==> src/rtl/bridge_pkg.sv <==
package bridge_pkg;
  typedef enum logic [2:0] {
    PH_FETCH      = 3'd0,
    PH_FETCH_TAKE = 3'd1,
    PH_LOAD       = 3'd2,
    PH_LOAD_TAKE  = 3'd3,
    PH_STORE      = 3'd4,
    PH_STEP       = 3'd5
  } phase_t;
endpackage

==> src/rtl/bridge_seq.sv <==
module bridge_seq
  import bridge_pkg::*;
(
  input  logic   clk,
  input  logic   rst,
  input  logic   bus_wait,
  input  logic   want_load,
  input  logic   want_store,
  output phase_t phase,
  output logic   rd_req,
  output logic   wr_req,
  output logic   take_instr,
  output logic   take_data,
  output logic   step_pulse
);
  phase_t ph_q, ph_d;

  always_comb begin
    ph_d = ph_q;
    unique case (ph_q)
      PH_FETCH:      if (!bus_wait) ph_d = PH_FETCH_TAKE;
      PH_FETCH_TAKE: begin
        if (want_load)       ph_d = PH_LOAD;
        else if (want_store) ph_d = PH_STORE;
        else                 ph_d = PH_STEP;
      end
      PH_LOAD:       if (!bus_wait) ph_d = PH_LOAD_TAKE;
      PH_LOAD_TAKE:  ph_d = PH_STEP;
      PH_STORE:      if (!bus_wait) ph_d = PH_STEP;
      PH_STEP:       ph_d = PH_FETCH;
      default:       ph_d = PH_FETCH;
    endcase
  end

  always_ff @(posedge clk) begin
    if (rst) ph_q <= PH_FETCH;
    else     ph_q <= ph_d;
  end

  assign phase      = ph_q;
  assign rd_req     = !rst && (ph_q == PH_FETCH || ph_q == PH_LOAD);
  assign wr_req     = !rst && (ph_q == PH_STORE);
  assign take_instr = !rst && (ph_q == PH_FETCH_TAKE);
  assign take_data  = !rst && (ph_q == PH_LOAD_TAKE);
  assign step_pulse = !rst && (ph_q == PH_STEP);

  // the enable never lasts two cycles
  p_single_step_r5: assert property (@(posedge clk) disable iff (rst)
    step_pulse |=> !step_pulse);

  // a captured data word is always followed by the step pulse
  p_take_then_step_r4: assert property (@(posedge clk) disable iff (rst)
    take_data |=> step_pulse);
endmodule

==> src/rtl/bridge_hold.sv <==
module bridge_hold #(
  parameter int W = 32
) (
  input  logic         clk,
  input  logic         rst,
  input  logic         load,
  input  logic [W-1:0] d,
  output logic [W-1:0] q
);
  always_ff @(posedge clk) begin
    if (rst)       q <= '0;
    else if (load) q <= d;
  end
endmodule

==> src/rtl/bridge_route.sv <==
module bridge_route
  import bridge_pkg::*;
#(
  parameter int ADDR_W = 32,
  parameter int DATA_W = 32
) (
  input  phase_t              phase,
  input  logic [ADDR_W-1:0]   instr_addr,
  input  logic [ADDR_W-1:0]   data_addr,
  input  logic [DATA_W-1:0]   data_wdata,
  input  logic [DATA_W-1:0]   bus_rdata,
  input  logic [DATA_W-1:0]   instr_held,
  output logic [ADDR_W-1:0]   bus_addr,
  output logic [DATA_W-1:0]   bus_wdata,
  output logic [DATA_W/8-1:0] bus_be,
  output logic [DATA_W-1:0]   instr_word
);
  localparam int BE_W = DATA_W / 8;

  assign bus_addr   = (phase == PH_FETCH) ? instr_addr : data_addr;
  assign bus_wdata  = data_wdata;
  assign bus_be     = {BE_W{1'b1}};
  // live bus word during capture, so the core can decode it this cycle
  assign instr_word = (phase == PH_FETCH_TAKE) ? bus_rdata : instr_held;
endmodule

==> src/rtl/split_to_shared_bridge.sv <==
module split_to_shared_bridge
  import bridge_pkg::*;
#(
  parameter int ADDR_W = 32,
  parameter int DATA_W = 32
) (
  input  logic                clk,
  input  logic                rst,
  input  logic                core_active,
  input  logic [DATA_W-1:0]   core_result,
  input  logic [ADDR_W-1:0]   core_iaddr,
  output logic [DATA_W-1:0]   core_iword,
  input  logic [ADDR_W-1:0]   core_daddr,
  input  logic                core_dread,
  input  logic                core_dwrite,
  input  logic [DATA_W-1:0]   core_dwdata,
  output logic [DATA_W-1:0]   core_drdata,
  output logic                core_step,
  output logic                active_out,
  output logic [DATA_W-1:0]   result_out,
  output logic [ADDR_W-1:0]   bus_addr,
  output logic                bus_wr,
  output logic                bus_rd,
  input  logic                bus_wait,
  output logic [DATA_W-1:0]   bus_wdata,
  output logic [DATA_W/8-1:0] bus_be,
  input  logic [DATA_W-1:0]   bus_rdata
);
  localparam int NUM_HOLD = 2;

  phase_t              phase;
  logic                take_instr, take_data;
  logic [NUM_HOLD-1:0] take;
  logic [DATA_W-1:0]   held [NUM_HOLD];

  bridge_seq u_seq (
    .clk        (clk),
    .rst        (rst),
    .bus_wait   (bus_wait),
    .want_load  (core_dread),
    .want_store (core_dwrite),
    .phase      (phase),
    .rd_req     (bus_rd),
    .wr_req     (bus_wr),
    .take_instr (take_instr),
    .take_data  (take_data),
    .step_pulse (core_step)
  );

  assign take = {take_data, take_instr};

  for (genvar g = 0; g < NUM_HOLD; g++) begin : g_hold
    bridge_hold #(.W(DATA_W)) u_hold (
      .clk  (clk),
      .rst  (rst),
      .load (take[g]),
      .d    (bus_rdata),
      .q    (held[g])
    );
  end

  bridge_route #(.ADDR_W(ADDR_W), .DATA_W(DATA_W)) u_route (
    .phase      (phase),
    .instr_addr (core_iaddr),
    .data_addr  (core_daddr),
    .data_wdata (core_dwdata),
    .bus_rdata  (bus_rdata),
    .instr_held (held[0]),
    .bus_addr   (bus_addr),
    .bus_wdata  (bus_wdata),
    .bus_be     (bus_be),
    .instr_word (core_iword)
  );

  assign core_drdata = held[1];
  assign active_out  = core_active;
  assign result_out  = core_result;

  // bus stays quiet throughout reset
  always @(posedge clk) begin
    if (rst) begin
      p_quiet_reset_r1: assert (!bus_rd && !bus_wr && !core_step)
        else $error("bus strobe or step during reset");
    end
  end

  // stalled read held with the same address
  p_hold_read_r3: assert property (@(posedge clk) disable iff (rst)
    (bus_rd && bus_wait) |=> (bus_rd && $stable(bus_addr)));

  // stalled write held with the same address and data
  p_hold_write_r3: assert property (@(posedge clk) disable iff (rst)
    (bus_wr && bus_wait) |=> (bus_wr && $stable(bus_addr) && $stable(bus_wdata)));

  // never both strobes
  p_rd_wr_excl_r8: assert property (@(posedge clk) disable iff (rst)
    !(bus_rd && bus_wr));

  // a write is followed by the step pulse once accepted
  p_write_then_step_r7: assert property (@(posedge clk) disable iff (rst)
    (bus_wr && !bus_wait) |=> core_step);
endmodule

==> config.mk <==
export PLATFORM = sky130hd
export DESIGN_NAME = split_to_shared_bridge
export DESIGN_NICKNAME = d
export VERILOG_FILES = /design/src/rtl/bridge_pkg.sv /design/src/rtl/bridge_seq.sv /design/src/rtl/bridge_hold.sv /design/src/rtl/bridge_route.sv /design/src/rtl/split_to_shared_bridge.sv
export SDC_FILE = /design/constraint.sdc
export NUM_CORES = 1
export LEC_CHECK = 0
export BUFFER_PORTS_ARGS = -buffer_cell sky130_fd_sc_hd__buf_4
export CORE_AREA = 4 4 128 130
export CTS_CLUSTER_DIAMETER = 60
export DETAILED_ROUTE_END_ITERATION = 8
export DIE_AREA = 0 0 132 134
export RECOVER_POWER = 100
export SLEW_MARGIN = 10
export SYNTH_ARGS = -nofsm -noshare
export SYNTH_HDL_FRONTEND = slang
export SYNTH_SLANG_ARGS = --single-unit
export TNS_END_PERCENT = 100
==> constraint.sdc <==
create_clock -name clk -period 3.4 [get_ports clk]
set_clock_uncertainty 0.15 [all_clocks]
set_input_delay 0 -clock clk [delete_from_list [all_inputs] [get_ports clk]]
set_output_delay 0 -clock clk [all_outputs]
set_load 0.01 [all_outputs]
==> impl_summary.txt <==
----------------------------------------------------
[Hold path]
  Worst Hold Path Cells ... 2
  Worst min path class ... input port to flop
  Worst Hold Path EP ... g_hold[0].u_hold.q[0]
  Worst hold start ... rst

[Power]
  Combinational group share of total power ... 0.238
  Peak supply drop ... 0.373 mV
  Sequential group share of total power ... 0.331
  Clk network pwr share ... 0.431
  Sw Ratio ... 0.259
  Switch Pwr ... around 650 uW
  Int Power ... about 1.9 mW
  Total power density per cell area ... between 400 and 500 nW/um^2
  Cell leakage power ... 2.40 nW

[Run status]
  Run status ... finished clean

[Setup path]
  Worst reg-to-reg setup slack ... roughly 1000 ps
  Worst stage delay on the critical path ... between 600 and 700 ps
  Class of the most critical setup path ... flop to output pin
  Crit end category ... output pin
  Critical Path Start Type ... flop
  CP max-delay cell ... sky130_fd_sc_hd__clkbuf_2
  Terminus of the critical flop-to-flop path ... g_hold[1].u_hold.q[31]
  Req. time, crit path ... approximately 3300 ps
  Origin of the critical flop-to-flop path ... u_seq.phase[2]
  Worst path buffer plus inverter count ... 2
  Reg2reg path depth ... 4
  Arrival time of data at the critical path endpoint ... 2230 ps
  Top cell family by delay on the critical path ... buffers and inverters
  Maximum net fanout on the critical path ... 32
  Ordered cell list for the critical path ... nor3_4, clkbuf_2, mux2_2, clkbuf_1

[Placed design]
  Number of I/O port buffers ... ~200
  Post-Place Worst Slack ... between 1000 and 1500 ps
  Global placer's final weighted congestion ... 0.805
  Hpwl dp ... between 8000 and 9000 um

[GRT]
  Largest net degree at the start of global routing ... just over 70
  Via count of the first global-routing pass ... 3583
  Met3 demand-to-capacity share in global routing ... 0.0581
  Initial antenna violation count ... 0
  GR Util met2 ... 0.246
  Overall routing resource usage ... 0.131
  Wire length of the first global-routing pass ... about 19000 um
  Overflow left after global routing ... 0
  Met1 track demand over resource ... 0.132
  Global-route layer with the greatest usage ... met2

[Cells and area]
  Post-synthesis to final-layout area growth ... 54.6%
  Nets ... around 770
  Count of filler cells inserted in the layout ... roughly 1600
  Layout cells sized above 1 ... 0.258
  Sequential cell area ... between 1000 and 1500 um^2
  Diode insertion count for antenna repair ... 0
  Total area of multi-input combinational cells ... between 1500 and 2000 um^2

[Floorplan]
  Die height ... about 130 um
  Die area ... approximately 18000 um^2
  Floorplan Core Area ... roughly 15000 um^2
  FP Rows ... 45
  Die X ... between 100 and 150 um
  Count of boundary I/O pins ... about 330
  Initial core utilization ... 0.240

[Route]
  Detailed-route via count ... 3388
  Detailed-route DRC error count ... 0
  Vias per cell ... ~4.3
  DRC marker count from the first detailed-route iteration ... between 70 and 80
  Antenna-violating nets left ... 0
  Per-cell routed wire length ... ~16 um
  Pre-antenna DRT Iters ... 4
  DRT Wirelength ... between 10000 and 15000 um

[STA]
  Slew of the pin with the lowest slew margin ... 1080 ps
  Final setup slack of the worst path ... 1020 ps
  Final count of negative-setup-slack endpoints ... 0
  RSZ-0062 raised after global routing ... no
  Final Hold Fails ... 0
  Slew Viols, Final ... 0
  Final period demand of the worst path ... 2380 ps
  Final-layout setup total negative slack ... 0 ps
  Worst slew margin ... 0.277
  Highest achievable clock rate ... around 420 MHz
  Final clock period utilization by the worst path ... 0.700

[Clock tree]
  Number of cells upsized or downsized after cts ... 0
  Clock slew at reported path FFs ... approximately 60 ps
  Clock buffer count from CTS ... 9
  Longest Clk Path Bufs ... 2
  Number of hold buffers added after cts ... 100
  Number of levels the H-tree was split into ... 3
  Root buffer cell ... sky130_fd_sc_hd__clkbuf_16
  Clock latency at the later pin of the worst-skew pair ... approximately 330 ps
  Sinks on Clock Net ... 67
  Clock tree from TritonCTS ... done
  Post-CTS setup buffer count ... 0

[Logic synthesis]
  Count of cell types in the netlist ... 27
  Ys async rst share ... 0
  Most common cell in the synthesized netlist ... sky130_fd_sc_hd__buf_4
  Mapped cell area ... about 3600 um^2
  Number of enable-type register cells in the synthesized netlist ... 0
  Leading area contributor after synthesis ... sky130_fd_sc_hd__dfxtp_1
  YS warnings ... 0
  Post-synthesis register bit count ... 67
  Synth Flop Type ... sky130_fd_sc_hd__dfxtp_1
  Cell types with the highest counts after synthesis ... sky130_fd_sc_hd__buf_4, sky130_fd_sc_hd__dfxtp_1, sky130_fd_sc_hd__nand2_1
  Synthesized netlist cell count ... about 370
  Portion of synthesized cell area occupied by the leading cell type ... 0.369
  Avg Synthesized Cell Area ... 9.73 um^2
  Fraction of the yosys area taken by sequential cells ... 0.369
  Top cells by area in the synthesized netlist ... sky130_fd_sc_hd__dfxtp_1, sky130_fd_sc_hd__buf_4, sky130_fd_sc_hd__mux2_4, sky130_fd_sc_hd__mux2_2, sky130_fd_sc_hd__nand2_1

[Job]
  Maximum capacitance violations ... 0

----------------------------------------------------
## metrics by stage
step / utilization / hold slack (ps) / instance area [um^2] / power [mW] / cells
floorplan: - / -58.2 / 3650 / 1.26 / 377
global placement: 0.313 / -150 / 4740 / 1.46 / 676
detailed placement: 0.313 / -150 / 4740 / 1.46 / 676
CTS: 0.402 / 36.0 / 6100 / 2.70 / 792
global route: 0.371 / 73.3 / 5620 / 2.65 / 792
finish: 0.371 / 28.5 / 5620 / 2.53 / 792
## cell type report
class,count,share of cell area
Multi-Input combinational cell,216,0.268
Tap cell,188,0.0418
Sequential cell,67,0.238
Clock buffer,10,0.0425
Timing Repair Buffer,304,0.388
Inverter,1,0.000667
Clock inverter,6,0.0198
## placed cells by master (no fill, tap or decap), drive strengths merged
cell	Yosys	final
nor3b	1	1
and3b	1	1
clkbuf	11	103
nand3b	3	3
a21oi	34	34
nand2	66	66
dlygate4sd3	0	100
nor4bb	1	1
clkinvlp	0	1
nand2b	1	1
bufinv	0	3
dfxtp	67	67
conb	1	4
mux2	64	64
nor4b	1	1
a211oi	1	1
nor3	2	2
and2b	30	30
o21ai	1	1
inv	1	2
nor2b	2	2
and3	1	1
clkinv	0	1
or3	1	1
nor2	2	2
buf	82	111
## registers in the layout, summed over array words and instances (netlist names)
name / flops
g_hold.u_hold.q: 64
u_seq.phase: 3
## cells by family after synthesis
logic type	count (synthesis)	share of synthesized area
multiplexers	64	0.229
buffers and inverters	94	0.186
AND/OR/NAND/NOR	112	0.165
AO/OA/AOI/OAI	36	0.0502
other	1	0.00103
flip-flops	67	0.369
## routing by layer
layer	vias up	routed length, um
met5	-	0
met4	0	196
met3	15	1130
met2	186	6680
met1	1582	4420
li1	1605	-
## how the worst max path moves through the flow
stage	from	endpoint	slack, ps	depth (start not counted)
2_1_floorplan	u_seq.phase[0]	g_hold[0].u_hold.q[10]	1770	4
3_3_place_gp	u_seq.phase[0]	g_hold[0].u_hold.q[31]	1430	4
3_5_place_dp	u_seq.phase[0]	g_hold[0].u_hold.q[0]	1390	4
4_1_cts	u_seq.phase[0]	core_iword[0]	1130	4
5_1_grt	u_seq.phase[2]	g_hold[1].u_hold.q[20]	710	4
6_report	u_seq.phase[0]	bus_addr[29]	1020	4
## power by group through the flow
stage	combinational (mW)	sequential [mW]	clock, mW
CTS	0.730	0.841	1.13
finish	0.604	0.838	1.09
global placement	0.600	0.856	0
detailed placement	0.607	0.858	0
floorplan	0.408	0.850	0
global route	0.650	0.842	1.16
Power figures use the tool's default switching activity.
